### src/rtl/intc_pkg.sv
package intc_pkg;
  localparam int BANK_W  = 16;
  localparam int ADDR_W  = 6;
  localparam int ENTRY_W = 2 * BANK_W;

  localparam logic [ADDR_W-1:0] A_EN   = 6'h00;
  localparam logic [ADDR_W-1:0] A_SEL  = 6'h04;
  localparam logic [ADDR_W-1:0] A_IPND = 6'h08;
  localparam logic [ADDR_W-1:0] A_FPND = 6'h0C;
  localparam logic [ADDR_W-1:0] A_RAW  = 6'h10;
  localparam logic [ADDR_W-1:0] A_BLO  = 6'h11;
  localparam logic [ADDR_W-1:0] A_BHI  = 6'h12;
  localparam logic [ADDR_W-1:0] A_ELO  = 6'h13;
  localparam logic [ADDR_W-1:0] A_EHI  = 6'h14;
endpackage

### src/rtl/intc_rst_sync.sv
module intc_rst_sync (
  input  logic clk,
  input  logic arst_n,
  output logic srst_n
);
  logic s1_q, s2_q;

  always_ff @(posedge clk or negedge arst_n) begin
    if (!arst_n) begin
      s1_q <= 1'b0;
      s2_q <= 1'b0;
    end else begin
      s1_q <= 1'b1;
      s2_q <= s1_q;
    end
  end

  assign srst_n = s2_q;
endmodule

### src/rtl/intc_bank.sv
module intc_bank #(
  parameter int W = 16
) (
  input  logic         clk,
  input  logic         rst_n,
  input  logic [W-1:0] src,
  input  logic         raw,
  input  logic         en_we,
  input  logic         sel_we,
  input  logic         iclr_we,
  input  logic         fclr_we,
  input  logic [W-1:0] wdata,
  output logic [W-1:0] en_q,
  output logic [W-1:0] sel_q,
  output logic [W-1:0] ipend_q,
  output logic [W-1:0] fpend_q
);
  logic [W-1:0] en_d, sel_d, ipend_d, fpend_d;
  logic [W-1:0] gate, iclr, fclr;

  always_comb begin
    en_d    = en_we  ? wdata : en_q;
    sel_d   = sel_we ? wdata : sel_q;
    gate    = en_q | {W{raw}};
    iclr    = iclr_we ? wdata : '0;
    fclr    = fclr_we ? wdata : '0;
    // a set in the same cycle outweighs a clear
    ipend_d = (ipend_q & ~iclr) | (src & ~sel_q & gate);
    fpend_d = (fpend_q & ~fclr) | (src &  sel_q & gate);
  end

  always_ff @(posedge clk or negedge rst_n) begin
    if (!rst_n) begin
      en_q    <= '0;
      sel_q   <= '0;
      ipend_q <= '0;
      fpend_q <= '0;
    end else begin
      en_q    <= en_d;
      sel_q   <= sel_d;
      ipend_q <= ipend_d;
      fpend_q <= fpend_d;
    end
  end
endmodule

### src/rtl/intc_prio.sv
module intc_prio #(
  parameter int N           = 48,
  parameter int OUT_W       = 32,
  parameter int STRIDE_LOG2 = 2
) (
  input  logic [N-1:0]     req,
  input  logic [OUT_W-1:0] base,
  output logic [OUT_W-1:0] entry
);
  localparam int IDXW = (N > 1) ? $clog2(N) : 1;

  logic [IDXW-1:0] idx;

  always_comb begin
    idx = '0;
    for (int i = N - 1; i >= 0; i--) begin
      if (req[i]) idx = IDXW'(i);
    end
    entry = base + (OUT_W'(idx) << STRIDE_LOG2);
  end
endmodule

### src/rtl/intc_banked.sv
module intc_banked
  import intc_pkg::*;
#(
  parameter int N_BANKS     = 3,
  parameter int STRIDE_LOG2 = 2
) (
  input  logic                        clk,
  input  logic                        rst_n,
  input  logic [N_BANKS*BANK_W-1:0]   src,
  input  logic                        wr_en,
  input  logic [ADDR_W-1:0]           addr,
  input  logic [BANK_W-1:0]           wdata,
  output logic [BANK_W-1:0]           rdata,
  output logic                        irq_out,
  output logic                        fiq_out,
  output logic [ENTRY_W-1:0]          entry_addr
);
  localparam int NSRC = N_BANKS * BANK_W;

  logic                rst_sync_n;
  logic [BANK_W-1:0]   en_b    [N_BANKS];
  logic [BANK_W-1:0]   sel_b   [N_BANKS];
  logic [BANK_W-1:0]   ipend_b [N_BANKS];
  logic [BANK_W-1:0]   fpend_b [N_BANKS];
  logic [NSRC-1:0]     en_all, sel_all, ipend_all, fpend_all;
  logic                raw_q, raw_d;
  logic [BANK_W-1:0]   blo_q, blo_d, bhi_q, bhi_d;
  logic [BANK_W-1:0]   rdata_q, rdata_d;
  logic [ENTRY_W-1:0]  base;

  intc_rst_sync u_rst (
    .clk    (clk),
    .arst_n (rst_n),
    .srst_n (rst_sync_n)
  );

  for (genvar b = 0; b < N_BANKS; b++) begin : g_bank
    intc_bank #(.W(BANK_W)) u_bank (
      .clk     (clk),
      .rst_n   (rst_sync_n),
      .src     (src[b*BANK_W +: BANK_W]),
      .raw     (raw_q),
      .en_we   (wr_en && (addr == A_EN   + ADDR_W'(b))),
      .sel_we  (wr_en && (addr == A_SEL  + ADDR_W'(b))),
      .iclr_we (wr_en && (addr == A_IPND + ADDR_W'(b))),
      .fclr_we (wr_en && (addr == A_FPND + ADDR_W'(b))),
      .wdata   (wdata),
      .en_q    (en_b[b]),
      .sel_q   (sel_b[b]),
      .ipend_q (ipend_b[b]),
      .fpend_q (fpend_b[b])
    );
    assign en_all   [b*BANK_W +: BANK_W] = en_b[b];
    assign sel_all  [b*BANK_W +: BANK_W] = sel_b[b];
    assign ipend_all[b*BANK_W +: BANK_W] = ipend_b[b];
    assign fpend_all[b*BANK_W +: BANK_W] = fpend_b[b];
  end

  assign base = {bhi_q, blo_q};

  intc_prio #(.N(NSRC), .OUT_W(ENTRY_W), .STRIDE_LOG2(STRIDE_LOG2)) u_prio (
    .req   (ipend_all & en_all),
    .base  (base),
    .entry (entry_addr)
  );

  assign irq_out = |(ipend_all & en_all);
  assign fiq_out = |(fpend_all & en_all);

  always_comb begin
    raw_d = (wr_en && addr == A_RAW) ? wdata[0] : raw_q;
    blo_d = (wr_en && addr == A_BLO) ? wdata    : blo_q;
    bhi_d = (wr_en && addr == A_BHI) ? wdata    : bhi_q;

    rdata_d = '0;
    for (int b = 0; b < N_BANKS; b++) begin
      if (addr == A_EN   + ADDR_W'(b)) rdata_d = en_b[b];
      if (addr == A_SEL  + ADDR_W'(b)) rdata_d = sel_b[b];
      if (addr == A_IPND + ADDR_W'(b)) rdata_d = ipend_b[b] & (en_b[b] | {BANK_W{raw_q}});
      if (addr == A_FPND + ADDR_W'(b)) rdata_d = fpend_b[b] & (en_b[b] | {BANK_W{raw_q}});
    end
    case (addr)
      A_RAW:   rdata_d = {{(BANK_W-1){1'b0}}, raw_q};
      A_BLO:   rdata_d = blo_q;
      A_BHI:   rdata_d = bhi_q;
      A_ELO:   rdata_d = entry_addr[BANK_W-1:0];
      A_EHI:   rdata_d = entry_addr[ENTRY_W-1:BANK_W];
      default: ;
    endcase
  end

  always_ff @(posedge clk or negedge rst_sync_n) begin
    if (!rst_sync_n) begin
      raw_q   <= 1'b0;
      blo_q   <= '0;
      bhi_q   <= '0;
      rdata_q <= '0;
    end else begin
      raw_q   <= raw_d;
      blo_q   <= blo_d;
      bhi_q   <= bhi_d;
      rdata_q <= rdata_d;
    end
  end

  assign rdata = rdata_q;
endmodule

### config.mk
export PLATFORM = sky130hd
export DESIGN_NAME = intc_banked
export DESIGN_NICKNAME = d
export VERILOG_FILES = /design/src/rtl/intc_pkg.sv /design/src/rtl/intc_rst_sync.sv /design/src/rtl/intc_bank.sv /design/src/rtl/intc_prio.sv /design/src/rtl/intc_banked.sv
export SDC_FILE = /design/constraint.sdc
export NUM_CORES = 1
export LEC_CHECK = 0
export BUFFER_PORTS_ARGS = -buffer_cell sky130_fd_sc_hd__buf_2
export CAP_MARGIN = 25
export CORE_ASPECT_RATIO = 0.75
export CORE_MARGIN = 1
export CORE_UTILIZATION = 35
export DETAILED_ROUTE_END_ITERATION = 6
export RECOVER_POWER = 50
export SYNTH_ARGS = -nofsm -noshare
export SYNTH_HDL_FRONTEND = slang
export SYNTH_SLANG_ARGS = --single-unit
export TNS_END_PERCENT = 30
### constraint.sdc
create_clock -name clk -period 7.75 [get_ports clk]
set_input_delay 0.3875 -clock clk [delete_from_list [all_inputs] [get_ports clk]]
set_output_delay 0.3875 -clock clk [all_outputs]
set_load 0.1 [all_outputs]
---- Word-level counts from Yosys, hierarchy flattened ----
Index checks and enable logic that the tools add are counted.
cells by class
  eq/ne operators ......................... 16
  bitwise logic cells ..................... 44
  multiplexer cells ....................... 67
  add/subtract/negate cells ............... 1
  reductions and logical operators ........ 18
operator list
  operator                                        number
  AND 16 bit                                      24
  2-to-1 mux 16 bit                               18
  2-to-1 mux 6 bit                                48
  inverter 16 bit                                 9
  OR 16 bit                                       9
  AND 48 bit                                      2
  OR reduction 48 bit                             2
  one-hot mux 16 bit (5 select lines)             1
  == test 6 x 4 -> 1 bit (second input constant)  6
  adder 32 x 8 -> 32 bit                          1
  == test 6 x 5 -> 1 bit (second input constant)  5
  == test 6 x 3 -> 1 bit (second input constant)  3
  logical AND 1 bit                               15
  == test 6 x 1 -> 1 bit (second input constant)  1
  == test 6 x 2 -> 1 bit (second input constant)  1
  logical NOT 6 bit                               1
word-level totals
  logic and storage cells ................. 164
  input bits .............................. 73
  output and inout port bits .............. 50
  register bits after elaboration ......... 243

---- Longest topological paths before layout ----
Gate-level depths: netlist of run 1.
  depth in word-level cells ............... 51
  gate-level depth with buffers ........... 14
  mapped depth without buffers ............ 14

---- By module ----
Synthesis of run 1 repeated with hierarchy kept, for this count alone.
unflattened totals
  cell total of the unflattened synthesis .. 1449
  area, all modules ....................... 14203.6 um^2
modules (own cells, without submodules)
  module         cells an instance  instances  area each (um^2)  sequential area each (um^2)
  intc_bank      218                3          2581.2            1601.5
  intc_banked    591                1          5116.2            1226.2
  intc_prio      201                1          1290.0            0.0
  intc_rst_sync  3                  1          53.8              50.0

---- Least setup slack after synthesis of run 1 ----
No wires, ideal clock.
  path type ............................... register to output
  start ................................... register g_bank[1].u_bank.en_q[8]
  end ..................................... output entry_addr[30]
  path buffers ............................ 0
  data required time ...................... 7.363 ns
  path slack .............................. 3.037 ns
  arrival time ............................ 4.325 ns
  stages on the path, launching flop included .. 14
  cell sequence ........................... dfrtp_1 -> nand2_1 -> a32o_1 -> a221oi_1 -> o311ai_0 -> nand2_1 -> a21oi_1 -> ha_1 -> fa_1 -> a211oi_1 -> o21bai_1 -> a21oi_1 -> nor2_1 -> xor2_1
on the way
  longest elaborated chain between the ends .. 27
ends and longest elaborated chain
  element                          line               source
  start, declared                  intc_bank.sv:13    output logic [W-1:0] en_q,
  start signal, assigned           intc_bank.sv:39    en_q <= en_d;
  AND 48 bit                       intc_banked.sv:62  .req (ipend_all & en_all),
  2-to-1 mux 6 bit (25 in series)  intc_prio.sv:17    if (req[i]) idx = IDXW'(i);
  adder 32 x 8 -> 32 bit           intc_prio.sv:19    entry = base + (OUT_W'(idx) << STRIDE_LOG2);
  end, declared                    intc_banked.sv:16  output logic [ENTRY_W-1:0] entry_addr
No other way between the ends.

==> results of run 1 <==
## registers in the layout, indices dropped and copies added, names as in the netlist
signal,flops
g_bank.u_bank.en_q,48
g_bank.u_bank.fpend_q,48
g_bank.u_bank.ipend_q,48
g_bank.u_bank.sel_q,48
bhi_q,16
blo_q,16
rdata,16
raw_q,1
u_rst.s1_q,1
u_rst.srst_n,1
## synthesized netlist by cell type, drive strengths merged (7+ instances only)
cell / n / area (um^2)
nand4: 29 / 188
nor3: 25 / 153
clkbuf: 42 / 159
or2: 7 / 43.8
a221o: 10 / 100
xnor2: 22 / 193
a211oi: 9 / 67.6
and2: 13 / 81.3
o211ai: 7 / 52.6
o21ai: 138 / 691
buf: 44 / 238
a222oi: 9 / 90.1
nand3: 28 / 140
a22o: 20 / 175
o2bb2ai: 24 / 210
a32oi: 9 / 78.8
a221oi: 23 / 201
mux2: 131 / 1550
a22oi: 86 / 646
nand2b: 9 / 56.3
and3: 11 / 68.8
o22ai: 7 / 43.8
nand2: 260 / 1000
a21oi: 33 / 165
nor2: 60 / 235
inv: 52 / 195
dfrtp: 243 / 6080
## logic make-up (layout without fill, tap and decap cells)
logic type	Yosys count	in the layout	share of synthesized area (%)
DFF	243	243	45.0
and+or+nand+nor	469	469	16.2
AOI/OAI and AO/OA	407	407	20.6
other	1	1	0.0277
adders and majority gates	7	7	0.703
buffers and inverters	138	239	4.38
xor gates and xnor gates	25	25	1.62
muxes	132	132	11.5
## layer usage
metal | track usage, % | wire (um) | up-vias
met1 | 39.8 | 24400 | 6311
li1 | - | - | 5374
met3 | 7.34 | 6310 | 116
met5 | 0 | 0 | -
met4 | 8.96 | 1960 | 0
met2 | 39.1 | 22600 | 779
## final cells by class
cell class,instances,area share [%]
multi-input combinational,1041,44.0
sequential,243,39.6
inverter,52,1.27
clock buffer,38,5.12
timing repair buffer,142,5.01
tap,504,4.10
clock inverter,7,0.895
## metrics by stage
step                      worst slack, ns  utilization [%]  hold slack (ns)
after floorplan                     0.477                -           0.0919
after global placement               3.34             38.6            0.174
after detailed placement             3.25             38.6            0.174
after CTS                            2.61             41.1           0.0596
after global routing                 1.40             40.9           0.0878
final                                2.46             40.9           0.0773
## path summary, 6_finish.rpt
path	start	end	slack, ns
worst max-delay path	u_rst.srst_n	raw_q	2.46
worst max register to register	u_rst.srst_n	raw_q	2.46
max in group clk	g_bank[1].u_bank.en_q[8]	entry_addr[28]	2.57
worst min-delay path	src[0]	g_bank[0].u_bank.ipend_q[0]	0.08
min in group asynchronous	rst_n	u_rst.s1_q	0.16
worst min register to register	u_rst.s1_q	u_rst.srst_n	0.35
## repair_timing
| action | in CTS | in global routing |
|---|---|---|
| endpoints found under the hold margin | 2 | 0 |
| buffers inserted | 0 | 0 |
| resized for setup | 0 | 0 |
| hold buffers | 1 | 0 |
## power by group through the flow
| stage | registers [mW] | logic (mW) | clock network (mW) |
|---|---|---|---|
| after floorplan | 1.78 | 0.899 | 0 |
| after global placement | 1.94 | 1.17 | 0 |
| after detailed placement | 1.94 | 1.18 | 0 |
| after CTS | 1.92 | 1.18 | 1.40 |
| after global routing | 1.95 | 1.28 | 1.45 |
| final | 1.94 | 1.20 | 1.38 |
==> key figures, run 1 <==
Critical path
  • Reg2Reg Depth: 1
  • Worst path required time: 7.32 ns
  • Setup CP Type: flip-flop to async pin
  • CP max stage cell: clkbuf_1
  • Crit-path cells: clkbuf_1
  • Slowest stage delay, CP: 2.62 ns
  • Crit path capture type: async pin
  • CP max FO: 63
  • Buf/Inv on CP: 1
  • Cell family with most CP delay: buffers and inverters
  • Worst path depth: 1
  • CP Launch Type: flip-flop
  • Critical Path AT: 4.86 ns

Floorplan
  • Row cnt: 61
  • # IOs: 123
  • Die width: 229 um
  • Effective utilization at floorplan: ~36%
  • Die Y: 172 um
  • Die area: 0.0394 mm^2
  • Core ar.: 0.0376 mm^2

Final layout
  • Ant diodes: 0
  • Area grow syn2layout: 13.7%
  • Post-route cell area: 0.0154 mm^2
  • Area of the multi-input gates: 0.00677 mm^2
  • Most frequent cells in the layout: nand2_1 (257), dfrtp_1 (242), o21ai_0 (137)
  • Fillers: 3,756
  • Cell Count, Final, Fillers Out: 2,027
  • Fin nets: 1,586
  • Layout cells sized above 1: a little under a fifth
  • Storage cell area: ~0.006 mm^2
  • Commonest non-fill, non-tap cell in the layout: nand2_1

Outcome
  • Failing checks: max-capacitance violations, max-slew violations
  • Status: complete, but fails checks

STA
  • Final hold violations: 0
  • Crit path time final: between 5 and 6 ns
  • Tightest Pin Transition: about 3.6 ns
  • Slew headroom: -140%
  • Unrepaired setup endpoints after global routing: false
  • Slew Viols, Final: approximately 170
  • Setup TNS: 0 ns
  • Worst clock skew: around 0.025 ns
  • Endpoints failing setup: 0
  • Final period util: 68.2%
  • FMAX: 189 MHz

Yosys
  • Post-Syn Instances: 1,422
  • FFs w/ async S/R, synth: 100%
  • Synthesized flop and latch total: 243
  • Synthesized area: around 0.014 mm^2
  • Post-synth EDFFs: 0
  • Netlist cell types: 72
  • Syn avg cell area: 9.51 um^2
  • Post-synth top flop: dfrtp_1
  • Syn. warnings: 0
  • Syn Nets: 1,502
  • Sequential share of the synthesized area: 45.0%

Routing
  • Via density: 6.21
  • Antenna Nets Post-Route: 0
  • Starting DRT DRC Count: 1,798
  • Routed len/inst: 27.3 um
  • Remaining DRCs: 0
  • TritonRoute pass-1 iters: 7
  • WL final: 55,200 um
  • Via Count: 12,580

Min path
  • Hold path depth: 3
  • Hold Path Class: primary input to flip-flop

Power
  • Pwr Total: 4.52 mW
  • Switching Power: 1.80 mW
  • Pwr dens: 294 mW/mm^2
  • Flop pwr share: 42.9%
  • Sw Share: 39.7%
  • Leak: 6.71 nW
  • Clock power share: 30.6%
  • Max IR drop VDD: 167 uV
  • Pint: 2.73 mW
  • Comb pwr share: 26.5%

Job
  • Maxcap violations: 3

Place
  • Placed cell areas: 0.0145 mm^2
  • DP Wirelength: 40,200 um
  • Port Buffers: roughly 120
  • Placer Congestion: 0.989
  • Dpl cells: a little under 2,000

GRT
  • Gr usage total: 27.4%
  • Antenna violations before repair: 1
  • Global-route wire length before repair: 79,600 um
  • Number of global-route vias before repair: roughly 12,000
  • Grt total ovfl: 0
  • Largest net degree at the start of global routing: 81

Clocking
  • CTS buffer count: 26
  • Worst-Skew Late Latency: between 0.5 and 0.6 ns
  • TritonCTS clock tree: built
  • CTS clk-pin slew, worst paths: ~0.070 ns
  • Root Driver: clkbuf_16
  • Clk buf depth: 3
  • Clock Sinks: 243
  • H-Tree Depth: 1
Power figures use the tool's default switching activity.
==> run 2, diff against run 1 <==
clock period = 5 ns   (was 7.75 ns; I/O delays follow)
==> key figures, run 2 (synthesized netlist as in run 1, its figures left out) <==
STA
  • Slew headroom: -44.9% (+95 points)
  • FMAX: ~220 MHz
  • Tightest Pin Transition: 2.17 ns (-1.43 ns)
  • Worst clock skew: 0.0207 ns (-0.00412 ns)
  • Final period util: between 90 and 100%
  • WHS: 0.0106 ns (-0.0668 ns)
  • Unrepaired setup endpoints after global routing: false
  • Crit path time final: 4.64 ns
  • Slew Viols, Final: 202 (+21%)
  • Endpoints failing setup: 0 (unchanged)
  • Setup TNS: 0 ns (unchanged)
  • PnR worst setup slack: 0.356 ns (-2.11 ns)
  • Final hold violations: 0 (unchanged)

Routing
  • Antenna Nets Post-Route: 0 (unchanged)
  • WL final: 53,700 um (-2.8%)
  • Remaining DRCs: 4 (+4)
  • TritonRoute pass-1 iters: 7 (unchanged)
  • Via Count: 12,685 (+0.83%)
  • Routed len/inst: 26.3 um (-3.5%)
  • Starting DRT DRC Count: 2,121 (+18%)
  • Via density: 6.22 (+0.14%)

Clocking
  • Clk buf depth: 3 (unchanged)
  • CTS clk-pin slew, worst paths: 0.07 ns (about the same)
  • CTS buffer count: 26 (unchanged)
  • TritonCTS clock tree: built
  • H-Tree Depth: 1 (unchanged)
  • Clock Sinks: 243 (unchanged)
  • Worst-Skew Late Latency: 0.56 ns (about the same)
  • Root Driver: clkbuf_16

Power
  • Max IR drop VDD: 246 uV (+48%)
  • Sw Share: 40.4% (+0.64 points)
  • Clock power share: 29.5% (-1.1 points)
  • Leak: 6.82 nW (+1.6%)
  • Pint: 4.13 mW (+51%)
  • Switching Power: 2.79 mW (+55%)
  • Comb pwr share: 26.9% (+0.4 points)
  • Flop pwr share: 43.7% (+0.8 points)
  • Pwr dens: 445 mW/mm^2 (+51%)

Critical path
  • CP Launch Type: flip-flop
  • Setup CP Type: flip-flop to output pin
  • Worst path required time: 4.75 ns (-2.57 ns)
  • R2R setup slack: 1.18 ns (-1.28 ns)
  • Crit path capture type: output pin
  • CP max FO: 11 (-83%)
  • Critical Path AT: 4.39 ns (-0.47 ns)

Place
  • DP Wirelength: 39,000 um (-2.9%)
  • Placer Congestion: 1.06 (+6.9%)
  • Placed cell areas: 0.0145 mm^2 (+0.16%)
  • Port Buffers: 122 (unchanged)
  • Dpl cells: 1,978 (unchanged)
  • Place WS: 0.777 ns (-2.48 ns)

GRT
  • Largest net degree at the start of global routing: 106 (+31%)
  • Grt total ovfl: 0 (unchanged)
  • Gr usage total: 27.0% (-0.37 points)
  • Number of global-route vias before repair: 12,009 (+1.8%)
  • Global-route wire length before repair: 79,700 um (about the same)
  • Antenna violations before repair: 1 (unchanged)

Final layout
  • Most frequent cells in the layout: nand2_1 (254), dfrtp_1 (243), o21ai_0 (137)
  • Post-route cell area: 0.0155 mm^2 (+1.1%)
  • Cell Count, Final, Fillers Out: 2,041 (+0.69%)
  • Area grow syn2layout: 15.0%
  • Commonest non-fill, non-tap cell in the layout: nand2_1
  • Fin nets: 1,597 (+0.69%)
  • Layout cells sized above 1: 21.0% (+1.9 points)

Min path
  • Hold Path Class: primary input to flip-flop

Floorplan
  • Core ar.: 0.0376 mm^2 (unchanged)
  • Die Y: 172 um (unchanged)
  • Die width: 229 um (unchanged)
  • Die area: 0.0394 mm^2 (unchanged)
  • Row cnt: 61 (unchanged)
  • # IOs: 123 (unchanged)
  • Effective utilization at floorplan: 36.0% (unchanged)

Job
  • Maxcap violations: 2 (-1)

Outcome
  • Failing checks: design-rule violations, max-capacitance violations, max-slew violations
  • Status: complete, but fails checks
[run 2: path summary, 6_finish.rpt]
path,depth (start not counted),endpoint,startpoint
max,12,entry_addr[29],g_bank[1].u_bank.en_q[11]
min,3,g_bank[1].u_bank.ipend_q[5],src[21]
max reg2reg,14,rdata[10],g_bank[1].u_bank.en_q[8]
min reg2reg,0,u_rst.srst_n,u_rst.s1_q
max in group asynchronous,1,g_bank[0].u_bank.fpend_q[2],u_rst.srst_n
min in group asynchronous,2,u_rst.srst_n,rst_n
[run 2: area by class of cell]
class                   count  area (um^2)
diodes                      1         2.50
clock buffers              29          703
clock inverters            18          188
fillers                  3700        22000
inverters                  52          195
multi-input cells        1041         6870
flip-flops and latches    243         6080
well taps                 504          631
repair buffers            153          877
[run 2: power groups by stage]
stage | Combinational (mW) | Clock (mW) | Sequential (mW)
floorplan | 1.39 | 0 | 2.76
global placement | 1.79 | 0 | 2.99
detailed placement | 1.82 | 0 | 3.00
CTS | 1.83 | 2.06 | 2.97
global route | 1.98 | 2.13 | 3.04
finish | 1.86 | 2.04 | 3.02
[run 2: layer usage]
layer  vias up  GRT usage, %  share of wire [%]
met2       884          39.1                 42
met1      6284          39.2                 43
li1       5406             -                  -
met5         -             0                  0
met4         0          7.59                3.0
met3       111          7.42                 13
[run 2: worst max-delay path: stages (launching register included)]
cell,delay (ns)
dfrtp_1,0.46
and2_1,0.24
a21oi_1,0.31
nand3_1,0.17
nor3_1,0.30
nor2b_1,0.20
nor2b_1,0.16
ha_1,0.28
nand2b_1,0.45
nand2_1,0.31
o31a_1,0.37
or2_2,0.29
buf_2,0.29
[run 2: per-stage QoR]
stage / util, % / power, mW
global placement: 38.7 / 4.78
global route: 41.4 / 7.16
detailed placement: 38.7 / 4.82
floorplan: - / 4.15
finish: 41.4 / 6.92
CTS: 41.5 / 6.86
[run 2: timing repair]
action	4_1_cts	5_1_grt
resized for setup	0	6
hold endpoints to repair	22	0
buffers inserted	0	0
hold buffers	15	0
setup endpoints to repair	0	6
==> run 3, diff against run 2 <==
RECOVER_POWER = not set   (was 50)
clock period = 5.2 ns   (was 5 ns; I/O delays follow)
==> key figures, run 3 (synthesized netlist as in run 1, its figures left out) <==
Outcome
  • Status: completed

Floorplan
  • Die Y: 172 um (unchanged)
  • Die area: 0.0394 mm^2 (unchanged)
  • Effective utilization at floorplan: 36.0% (unchanged)
  • Row cnt: 61 (unchanged)
  • Core ar.: 0.0376 mm^2 (unchanged)
  • Die width: 229 um (unchanged)
  • # IOs: 123 (unchanged)

Routing
  • Remaining DRCs: 0 (-4)
  • Routed len/inst: 26.9 um (+2.4%)
  • Antenna Nets Post-Route: 0 (unchanged)
  • Via density: 6.13 (-1.3%)
  • WL final: 54,800 um (+2.1%)
  • Via Count: 12,490 (-1.5%)
  • TritonRoute pass-1 iters: 6 (-1)
  • Starting DRT DRC Count: 1,690 (-20%)

Min path
  • Hold path depth: 3 (unchanged)
  • Hold Path Class: primary input to flip-flop

GRT
  • Antenna violations before repair: 3 (+2)
  • Number of global-route vias before repair: 11,979 (-0.25%)
  • Global-route wire length before repair: 79,600 um (-0.14%)
  • Gr usage total: 27.4% (+0.37 points)
  • Grt total ovfl: 0 (unchanged)
  • Largest net degree at the start of global routing: 126 (+19%)

Critical path
  • R2R Path End: rdata[0]
  • Reg2Reg Depth: 14 (unchanged)
  • Critical Path AT: 4.61 ns (+0.22 ns)
  • Worst setup path end: entry_addr[28]
  • Crit path capture type: output pin
  • Setup CP Type: flip-flop to output pin
  • CP max FO: 7 (-4)
  • R2R setup slack: 1.05 ns (-0.13 ns)
  • Crit. Startpoint: g_bank[1].u_bank.en_q[8]
  • RR Startpoint: g_bank[1].u_bank.en_q[8]
  • Worst path required time: 4.94 ns (+0.19 ns)
  • CP Launch Type: flip-flop

Final layout
  • Commonest non-fill, non-tap cell in the layout: nand2_1
  • Fin nets: 1,589 (-0.50%)
  • Layout cells sized above 1: 22.1% (+1.1 points)
  • Cell Count, Final, Fillers Out: 2,036 (-0.24%)
  • Fillers: 3,711 (+0.30%)
  • Area grow syn2layout: 15.0% (unchanged)
  • Most frequent cells in the layout: nand2_1 (254), dfrtp_1 (241), o21ai_0 (137)

Clocking
  • Clock Sinks: 243 (unchanged)
  • H-Tree Depth: 1 (unchanged)
  • TritonCTS clock tree: built
  • CTS clk-pin slew, worst paths: 0.06 ns (about the same)
  • CTS buffer count: 26 (unchanged)
  • Post-CTS setup buffer count: 0 (unchanged)
  • Root Driver: clkbuf_16
  • Worst-Skew Late Latency: 0.56 ns (about the same)
  • Clk buf depth: 3 (unchanged)

STA
  • Tightest Pin Transition: 1.11 ns (-1.06 ns)
  • WHS: 0.00643 ns (-0.00415 ns)
  • FMAX: 205 MHz
  • Unrepaired setup endpoints after global routing: false
  • Final hold violations: 0 (unchanged)
  • Worst clock skew: 0.0223 ns (+0.00154 ns)
  • Endpoints failing setup: 0 (unchanged)
  • Setup TNS: 0 ns (unchanged)
  • Final period util: between 90% and 100%
  • PnR worst setup slack: 0.330 ns (-0.0266 ns)
  • Crit path time final: a little under 5 ns
  • Slew headroom: 25.7% (+71 points)
  • Slew Viols, Final: 0 (-100%)

Place
  • Dpl cells: 1,977 (-0.051%)
  • Port Buffers: 122 (unchanged)
  • DP Wirelength: 40,100 um (+2.9%)
  • Placer Congestion: 1.01 (-4.7%)
  • Place WS: 0.834 ns (+0.0571 ns)

Power
  • Max IR drop VDD: 240 uV (-2.4%)
  • Pwr dens: 433 mW/mm^2 (-2.7%)
  • Pwr Total: 6.73 mW (-2.7%)
  • Leak: 6.87 nW (+0.82%)

Job
  • Maxcap violations: 0 (-2)
[run 3: how the worst min path moves through the flow]
stage | endpoint | from | slack, ns
floorplan | u_rst.s1_q | rst_n | -0.04
global placement | u_rst.s1_q | rst_n | 0.06
detailed placement | u_rst.s1_q | rst_n | 0.06
CTS | g_bank[2].u_bank.fpend_q[2] | src[34] | 0.0008
global route | g_bank[2].u_bank.fpend_q[2] | src[34] | 0.02
finish | g_bank[2].u_bank.fpend_q[13] | src[45] | 0.006
[run 3: final cells by class]
type,count,area (um^2),area share [%]
Multi-Input combinational cell,1041,6860,44.1
Inverter,52,195,1.26
Tap cell,504,631,4.06
Clock buffer,38,757,4.87
Clock inverter,10,158,1.01
Timing Repair Buffer,145,851,5.47
Antenna cell,3,7.51,0.0483
Sequential cell,243,6090,39.1
[run 3: worst max-delay path: stages, from the launching register on]
cell	delay (ns)
dfrtp_1	0.45
nand2_1	0.12
a32o_1	0.30
a221oi_1	0.37
o311ai_0	0.20
nand2_1	0.15
a21oi_1	0.10
ha_1	0.23
fa_1	0.46
a211oi_1	0.42
o21bai_1	0.16
a21oi_2	0.38
o31a_1	0.21
or2_2	0.11
buf_2	0.41
[run 3: through the flow]
step           utilization [%]  area (um^2)
3_3_place_gp              38.6        14500
5_1_grt                   41.4        15500
4_1_cts                   41.2        15500
6_report                  41.4        15500
3_5_place_dp              38.6        14500
2_1_floorplan                -        13500
[run 3: repair_timing]
| action | in CTS | in global routing |
|---|---|---|
| hold buffers | 6 | 0 |
| hold endpoints to repair | 10 | 0 |
| setup endpoints to repair | 0 | 4 |
| resized for setup | 0 | 2 |
[run 3: power by group]
group          switching (mW)  internal (mW)  total, mW
sequential              0.648           2.26       2.91
combinational            1.22          0.577       1.79
clock                   0.820           1.21       2.03
[run 3: layer usage]
layer	part of all wire (%)	vias up	wire (um)	global-route usage [%]
met2	41	759	22300	38.7
met4	3.1	2	1730	9.04
met3	11	101	6250	7.70
met1	45	6244	24500	39.9
met5	0.024	-	13	0
li1	-	5384	-	-
